### config.mk
export PLATFORM = sky130hd
export DESIGN_NAME = qbp_port
export DESIGN_NICKNAME = d
export VERILOG_FILES = /design/src/rtl/qbp_pkg.sv /design/src/rtl/qbp_sync.sv /design/src/rtl/qbp_latch.sv /design/src/rtl/qbp_pin_drv.sv /design/src/rtl/qbp_port.sv
export SDC_FILE = /design/constraint.sdc
export NUM_CORES = 1
export LEC_CHECK = 0
export BUFFER_PORTS_ARGS = -buffer_cell sky130_fd_sc_hd__buf_2
export CORE_ASPECT_RATIO = 0.7
export CORE_MARGIN = 2
export CORE_UTILIZATION = 48
export DETAILED_ROUTE_END_ITERATION = 8
export PLACE_DENSITY = 0.82
export SLEW_MARGIN = 0
export SYNTH_ARGS = -nofsm -noshare
export SYNTH_HDL_FRONTEND = slang
export SYNTH_SLANG_ARGS = --single-unit
### constraint.sdc
create_clock -name clk -period 1.52 [get_ports clk]
set_input_delay 0.152 -clock clk [delete_from_list [all_inputs] [get_ports clk]]
set_output_delay 0.152 -clock clk [all_outputs]
set_load 0.01 [all_outputs]
### src/rtl/qbp_pkg.sv
package qbp_pkg;
  typedef enum logic [1:0] {
    RD_NONE  = 2'd0,
    RD_PIN   = 2'd1,
    RD_LATCH = 2'd2
  } rd_kind_e;

  function automatic rd_kind_e rd_kind(input logic rd_en, input logic rmw);
    if (!rd_en)   return RD_NONE;
    else if (rmw) return RD_LATCH;
    else          return RD_PIN;
  endfunction
endpackage

### src/rtl/qbp_sync.sv
module qbp_sync #(
  parameter int W      = 8,
  parameter int STAGES = 2
) (
  input  logic         clk,
  input  logic         rst_n,
  input  logic [W-1:0] d,
  output logic [W-1:0] q
);
  logic [W-1:0] stg_q [STAGES];
  logic [W-1:0] stg_d [STAGES];

  always_comb begin
    stg_d[0] = d;
    for (int k = 1; k < STAGES; k++) stg_d[k] = stg_q[k-1];
  end

  always_ff @(posedge clk or negedge rst_n) begin
    if (!rst_n) begin
      for (int k = 0; k < STAGES; k++) stg_q[k] <= '1;
    end else begin
      for (int k = 0; k < STAGES; k++) stg_q[k] <= stg_d[k];
    end
  end

  assign q = stg_q[STAGES-1];
endmodule

### src/rtl/qbp_latch.sv
module qbp_latch #(
  parameter int W = 8
) (
  input  logic         clk,
  input  logic         rst_n,
  input  logic         wr_en,
  input  logic [W-1:0] wr_data,
  input  logic [W-1:0] keep,
  output logic [W-1:0] q
);
  logic [W-1:0] q_r, q_nxt;

  always_comb begin
    q_nxt = q_r;
    if (wr_en) q_nxt = (q_r & keep) | (wr_data & ~keep);
  end

  always_ff @(posedge clk or negedge rst_n) begin
    if (!rst_n) q_r <= '1;
    else        q_r <= q_nxt;
  end

  assign q = q_r;

  assert_keep_held_R2: assert property (@(posedge clk) disable iff (!rst_n)
    wr_en |=> ((q_r & $past(keep)) == $past(keep)));
  assert_hold_idle_R2: assert property (@(posedge clk) disable iff (!rst_n)
    !wr_en |=> $stable(q_r));
endmodule

### src/rtl/qbp_pin_drv.sv
module qbp_pin_drv #(
  parameter int W = 8
) (
  input  logic [W-1:0] latch_q,
  input  logic [W-1:0] mem_act,
  input  logic [W-1:0] mem_out,
  input  logic         ser_en,
  input  logic         ser_tx,
  input  logic         ser_rx_drv,
  output logic [W-1:0] drv_low
);
  localparam int TX_BIT = W - 1;
  localparam int RX_BIT = W - 2;

  for (genvar i = 0; i < W; i++) begin : g_bit
    logic alt_v;
    if (i == TX_BIT) begin : g_tx
      assign alt_v = ser_en ? ser_tx : 1'b1;
    end else if (i == RX_BIT) begin : g_rx
      assign alt_v = ser_en ? ser_rx_drv : 1'b1;
    end else begin : g_mem
      assign alt_v = mem_act[i] ? mem_out[i] : 1'b1;
    end
    assign drv_low[i] = ~(latch_q[i] & alt_v);
  end
endmodule

### src/rtl/qbp_port.sv
module qbp_port #(
  parameter int           W           = 8,
  parameter logic [W-1:0] MEM_MASK    = 8'h3F,
  parameter int           SYNC_STAGES = 2
) (
  input  logic         clk,
  input  logic         rst_n,
  input  logic         wr_en,
  input  logic [W-1:0] wr_data,
  input  logic         rd_en,
  input  logic         rd_rmw,
  output logic [W-1:0] rd_data,
  input  logic [W-1:0] mem_sel,
  input  logic [W-1:0] mem_out,
  input  logic         ser_en,
  input  logic         ser_tx,
  input  logic         ser_rx_drv,
  input  logic [W-1:0] pin_in,
  output logic [W-1:0] pin_drv_low
);
  import qbp_pkg::*;

  logic [W-1:0] latch_q, pin_s, mem_act, rd_q, rd_nxt;
  rd_kind_e     kind;

  assign mem_act = mem_sel & MEM_MASK & latch_q;

  qbp_sync #(.W(W), .STAGES(SYNC_STAGES)) sync_i (
    .clk(clk), .rst_n(rst_n), .d(pin_in), .q(pin_s));

  qbp_latch #(.W(W)) latch_i (
    .clk(clk), .rst_n(rst_n), .wr_en(wr_en), .wr_data(wr_data),
    .keep(mem_act), .q(latch_q));

  qbp_pin_drv #(.W(W)) drv_i (
    .latch_q(latch_q), .mem_act(mem_act), .mem_out(mem_out),
    .ser_en(ser_en), .ser_tx(ser_tx), .ser_rx_drv(ser_rx_drv),
    .drv_low(pin_drv_low));

  assign kind = rd_kind(rd_en, rd_rmw);

  always_comb begin
    rd_nxt = rd_q;
    case (kind)
      RD_PIN:   rd_nxt = pin_s | mem_act;
      RD_LATCH: rd_nxt = latch_q;
      default:  rd_nxt = rd_q;
    endcase
  end

  always_ff @(posedge clk or negedge rst_n) begin
    if (!rst_n) rd_q <= '0;
    else        rd_q <= rd_nxt;
  end

  assign rd_data = rd_q;

  assert_forced_one_R3: assert property (@(posedge clk) disable iff (!rst_n)
    (rd_en && !rd_rmw) |=> ((rd_data & $past(mem_act)) == $past(mem_act)));
  assert_rmw_latch_R5: assert property (@(posedge clk) disable iff (!rst_n)
    (rd_en && rd_rmw) |=> (rd_data == $past(latch_q)));
  assert_rd_hold_R6: assert property (@(posedge clk) disable iff (!rst_n)
    !rd_en |=> $stable(rd_data));
  assert_latch_low_R7: assert property (@(posedge clk) disable iff (!rst_n)
    ((~latch_q & ~pin_drv_low) == '0));
  assert_upper_free_R10: assert property (@(posedge clk) disable iff (!rst_n)
    ((mem_act & ~MEM_MASK) == '0));
endmodule

==> results of run 1 <==
==> metrics by stage <==
stage                     hold slack [ns]  utilization [%]
final                              0.0499             67.8
after global routing               0.0258             67.8
after CTS                          0.0338             67.8
after detailed placement            0.214             60.9
after global placement              0.209             60.9
after floorplan                    -0.144                -
==> repair_timing <==
item / CTS / global route
resized for setup: 0 / 0
endpoints found under the hold margin: 16 / 0
hold buffers: 9 / 0
==> cell usage in the layout (no fill, tap or decap) <==
cell	Yosys	final
dfrtp_1	8	8
o21ai_0	14	14
inv_1	7	7
clkinvlp_4	0	1
dfstp_2	24	24
a31oi_1	6	6
mux2i_1	2	2
clkbuf_4	0	5
dlygate4sd3_1	0	9
nor2_1	8	8
a21oi_1	2	2
a22o_1	2	2
a22o_2	4	4
buf_2	0	51
bufinv_16	0	1
clkinv_2	0	1
nand2b_1	12	12
mux2_4	2	2
==> worst paths after layout <==
check                      cells after the start  slack (ns)            start             end
hold / removal                                 2        0.05       wr_data[6]    latch_i.q[6]
max in group asynchronous                      2        0.71            rst_n      rd_data[7]
setup reg to reg                               2        0.62             flop      rd_data[5]
hold reg to reg                                0        0.36  sync_i.stg_d[1]     sync_i.q[1]
setup / recovery                               2        0.26             flop  pin_drv_low[2]
min in group asynchronous                      2        0.38            rst_n      rd_data[2]
==> area by class of cell <==
class,instances,share of cell area [%]
clock buffers,5,2.27
clock inverters,3,2.57
inverters,7,1.59
multi-input cells,52,20.0
flip-flops and latches,32,50.2
well taps,34,2.57
repair buffers,60,20.9
==> logic make-up (layout without fill, tap and decap cells) <==
logic type,count (synthesis),in the layout
flip-flops,32,32
AO/OA/AOI/OAI,28,28
AND/OR/NAND/NOR,20,20
buffers and inverters,11,75
multiplexers,4,4
==> critical path: cells and delay by family (launching register included) <==
kind,cells,cell delay [ns]
compound gates,1,0.08
buf+inv,1,0.15
flops,1,0.55
==> where the power goes <==
group	leakage [nW]	internal, W	total, W	switching, W
Sequential	0.340	0.000958	0.000995	0.0000366
Combinational	0.396	0.000137	0.000267	0.000130
Clock	0.0412	0.000343	0.000624	0.000282
==> Yosys cell counts <==
| cell type | instances |
|---|---|
| dfstp_2 | 24 |
| o21ai_0 | 14 |
| nand2b_1 | 12 |
| dfrtp_1 | 8 |
| nor2_1 | 8 |
| inv_1 | 7 |
| a31oi_1 | 6 |
| a22o_2 | 4 |
| a21oi_1 | 2 |
| a22o_1 | 2 |
| buf_6 | 2 |
| mux2_4 | 2 |
| mux2i_1 | 2 |
| buf_4 | 1 |
| clkbuf_2 | 1 |
==> routing by layer <==
metal	GRT usage [%]	vias to the layer above
met5	0	-
met4	7.66	0
met3	9.05	3
met2	30.0	38
met1	18.6	412
li1	-	445
==> impl_metrics.toml, run 1 <==
[critical_path]
cp_cell_sequence = "o21ai_0 -> buf_2"
worst-setup-path-type = "flop to primary output"
crit_fanout = 3
start_kind = "flop"
critPathSlowestCell = "dfstp_2"
crit_path_end_kind = "primary output"
arrival_ns = 1.11
worst_ep_required_time_ns = 1.37
slowest_delay_ns = 0.55

[floorplan]
start_util_pct = 50.1
die_h_um = 46.2
coreArea_sq_um = 2440
io_pins = 56
dieWidth_um = 64.3
row_count = 15
die_area_sq_um = 2970

[detailed_routing]
drc = 0
met2_length_um = 1090
drt-initial-drc-count = 7
wl_met1_um = 1060
wl_met3_um = 189
viasPerCell = 4.65
top_layer_used = "met4"
firstDrtPassIters = 2
wirelength_um = 2360
avgRoutedWirePerCell_um = 12.2
ant_nets = 0
vias = 898

[global_routing]
grt-ovfl-total = 0
grt_max_degree = 33
antenna_found_initial = 0
grtUsageTotal_pct = 17.5
grt_pass1_vias = 857
grt_pass1_wl_um = 3620

[synth]
synth_nets = 135
synth_fa_ha_area_share_pct = 0
syn_inst = 95
synth_compound_area_share_pct = 14.3
synth_xor_area_share_pct = 0
synth_top_area_cell = "dfstp_2"
synth_area_per_cell_sq_um = 12.9
synthTopCellsByArea = "dfstp_2 (52%), dfrtp_1 (16%), nand2b_1 (6.1%)"
ys.warnings.count = 0
synth-seq-cells = 32
synthSimpleGateAreaFrac_pct = 8.60
synth_top_family_by_area = "compound AO/OA/AOI/OAI gates"
synth_mux_area_share_pct = 4.09
yosysSeqAreaShare_pct = 68.0
yosysUniqueCellTypes = 15
netlist.area_leader.share_pct = 51.6
synthesis.area_sq_um = 1220

[timing]
fmax_mhz = 795
setup_tns_ns = 0
max-slew-margin-rel_pct = 55.5
tightest_slew_ns = 0.667
timing.final.crit_share_pct = 82.8
skew_ns = 0.00447
rsz0062_at_grt = "false"
timing_hold_violations_final = 0
finalSetupViolations = 0
final-max-slew-violation-count = 0
layout_min_cycle_time_ns = 1.26
setup_slack_ns = 0.262

[clock_tree]
cts_tree = "yes"
post_cts_buffers = 0
cts_root_buffer = "clkbuf_4"
clock_sinks = 32
path_clk_slew_ns = 0.10
clkLatencyLatePin_ns = 0.33
ctsLongestPathBuffers = 2
htreeDepth = 2
numCtsBuffers = 5

[placement]
port_buffers = 51
dp_hpwl_um = 1690
placed_area_sq_um = 1490
dpl.cell_count = 176
pre_cts_ws_ns = 0.623
place.gp.congestion = 0.722

[run]
drv_cap = 0

[power_and_ir_drop]
p_leak_nw = 0.778
power_w = 0.00189
peakVddDrop_v = 0.000607
p_per_area_nw_per_um2 = 1140

[layout]
drive_above_1_share_pct = 56.0
n_antenna_cell = 0
multi_input_area_sq_um = 330
nets = 198
final_area_sq_um = 1660
seq_area_sq_um = 831
synthToLayoutAreaGrowth_pct = 35.4
nFillCells = 185
layoutNonFillerInstCount = 193

[run_status]
status = "finished clean"

[hold_path]
worst_hold_path_type = "primary input to flop"
Note: power is estimated with default switching activity, not from simulation.
==> run 2: changes to the inputs <==
Settings changed: ABC_AREA set to 1, CORE_UTILIZATION 48 to 42, PLACE_DENSITY 0.82 to 0.75.
Clock period 1.52 ns to 1.07 ns, I/O delays scaled along.
==> run 2 against run 1 <==
The run now ends with setup timing left. Sequential cell count did not move. Area after synthesis rose by 6.7%. Total power rose by 51%. First-iteration DRC count rose to 3.3 times the previous value. Clock power rose by 47%. Sequential share of layout area fell by 6.0 points. Die area rose by 20%. Global-route usage rose by 0.34 points. Critical path depth rose by 1. Clock skew fell by 0.0017 ns. Sequential power rose by 42%. Hold slack got worse by 0.026 ns. Largest power group unchanged.
==> impl_metrics.toml, run 2 <==
[run_status]
status = "finished, violations left"
violations = "setup timing"

[detailed_routing]
avgRoutedWirePerCell_um = 11.5
drc = 0
viasPerCell = 4.59
vias = 1130
ant_nets = 0
drt-initial-drc-count = 23
firstDrtPassIters = 4
wirelength_um = 2820

[hold_path]
hold_depth = 3
worst_hold_path_type = "primary input to flop"
min_from = "wr_data[0]"

[timing]
tightest_slew_ns = 0.415
timing.final.crit_share_pct = 117
timing_hold_violations_final = 0
layout_min_cycle_time_ns = 1.25
final-max-slew-violation-count = 0
rsz0062_at_grt = "true"
finalSetupViolations = 9
setup_slack_ns = -0.181
fmax_mhz = 800
skew_ns = 0.00277
max-slew-margin-rel_pct = 72.3

[clock_tree]
cts_tree = "yes"
numCtsBuffers = 5
cts_root_buffer = "clkbuf_8"
ctsLongestPathBuffers = 2
clock_sinks = 32
clkLatencyLatePin_ns = 0.27
path_clk_slew_ns = 0.06
htreeDepth = 2

[synth]
ys.flop_type = "dfstp_2"
async_flop_share_pct = 100
synth_nets = 171
netlist.area_leader.share_pct = 48.4
synth_area_per_cell_sq_um = 9.95
synthTopCellsByArea = "dfstp_2 (48%), dfrtp_1 (15%), nand2_1 (15%)"
synth_edf_count = 0
ys.warnings.count = 0
synth_top_area_cell = "dfstp_2"
synthesis.area_sq_um = 1300
synth_common_cells = "nand2_1 (52), dfstp_2 (24), o21ai_0 (12)"
synth.most_common_cell = "nand2_1"
syn_inst = 131
synth-seq-cells = 32
yosysSeqAreaShare_pct = 63.7
yosysUniqueCellTypes = 15

[layout]
layoutNonFillerInstCount = 246
mostFrequentLayoutCell = "buf_2"
synthToLayoutAreaGrowth_pct = 44.2
final_cell_mix = "buf_2 (51), nand2_1 (46), dfstp_2 (24)"
drive_above_1_share_pct = 54.8
nets = 249
n_antenna_cell = 0

[power_and_ir_drop]
p_int_w = 0.00214
p_per_area_nw_per_um2 = 1520
power.share.clock_pct = 32.1
peakVddDrop_v = 0.000925
p_leak_nw = 0.960
swShare_pct = 25.0
comb_power_share_pct = 18.4
switchingPower_w = 0.000715
sequentialPowerShare_pct = 49.5
power_w = 0.00286

[global_routing]
grtUsageTotal_pct = 17.8
grt_pass1_wl_um = 4870
grt-ovfl-total = 0
grt_pass1_vias = 1197
grt_use_met1_pct = 19.5
top_usage_layer = "met2"
antenna_found_initial = 0
grt_max_degree = 33
grt_util_met3_pct = 5.82
use_met2_pct = 32.5

[placement]
dpl.cell_count = 216
port_buffers = 51
dp_hpwl_um = 1880
place.gp.congestion = 0.831

[critical_path]
crit_fanout = 2
worst_ep_required_time_ns = 0.96
timing.rr.end = "rd_data[4]"
worst-setup-path-type = "flop to primary output"
start_kind = "flop"
crit_path_end_kind = "primary output"
regToRegSetupSlack_ns = -0.03
reg2regPathDepth = 6
arrival_ns = 1.14

[floorplan]
die_area_sq_um = 3570
start_util_pct = 45.2
coreArea_sq_um = 2880
row_count = 16
dieWidth_um = 70.6
io_pins = 56
die_h_um = 50.6

[run]
drv_cap = 0
-- run 2: cell count changes after synthesis, sizes merged, moves of 2 or more --
cell / previous run / this run
a21oi: 2 / 6
a22o: 6 / 0
a31oi: 6 / 0
inv: 7 / 12
mux2: 2 / 0
mux2i: 2 / 0
nand2: 0 / 52
nand2b: 12 / 0
o21ai: 14 / 16
-- run 2: area by class of cell --
| type | instances | area (sq um) |
|---|---|---|
| timing repair buffer | 75 | 458 |
| tap | 36 | 45.0 |
| fill | 261 | 1000 |
| multi-input combinational | 83 | 412 |
| inverter | 12 | 45.0 |
| clock buffer | 8 | 90.1 |
| sequential | 32 | 831 |
-- run 2: worst max-delay path by stage --
stage	start	end	slack [ns]
2_1_floorplan	flop	pin_drv_low[0]	0.11
3_3_place_gp	flop	pin_drv_low[0]	0.08
3_5_place_dp	flop	pin_drv_low[4]	0.04
4_1_cts	flop	pin_drv_low[2]	-0.18
5_1_grt	flop	pin_drv_low[3]	-0.21
6_report	flop	pin_drv_low[1]	-0.18
-- run 2: cells by family (layout without fill, tap and decap cells) --
kind of cell / after synthesis / count (layout) / synth area share, %
flops: 32 / 32 / 63.7
simple gates: 61 / 61 / 19.0
compound gates: 22 / 22 / 10.2
buf+inv: 16 / 95 / 7.10
-- run 2: repair_timing --
action / 4_1_cts / 5_1_grt
endpoints found under the hold margin: 16 / 0
setup endpoints to repair: 8 / 8
setup buffers: 11 / 2
gates resized for setup: 14 / 4
hold buffers: 9 / 0
pin swaps: 8 / 7
-- run 2: layer usage --
metal  wire, um  vias up
met4          0        0
met2       1370       49
met1       1200      521
li1           -      560
met5          0        -
met3        247        0
-- run 2: worst max-delay path: stages (launching register included) --
cell and delay, ns:
dfstp_2 0.54, nand2_2 0.05, o21ai_1 0.13, buf_2 0.14
-- run 2: per-stage QoR --
stage          TNS, ns  worst slack, ns  hold slack [ns]  instance area, sq um  util, %
5_1_grt          -1.39           -0.212           0.0214                  1880     65.2
2_1_floorplan        0            0.106           -0.189                  1300        -
4_1_cts          -1.05           -0.176           0.0149                  1850     64.1
3_3_place_gp         0           0.0835            0.136                  1570     54.5
3_5_place_dp         0           0.0431            0.145                  1570     54.5
6_report         -1.01           -0.181           0.0241                  1880     65.2
-- run 2: power groups by stage --
stage	clock network (W)	registers (W)	logic, W
finish	0.000918	0.00141	0.000524
global route	0.00101	0.00143	0.000586
CTS	0.000949	0.00141	0.000506
detailed placement	0	0.00144	0.000396
global placement	0	0.00143	0.000384
floorplan	0	0.00144	0.000199
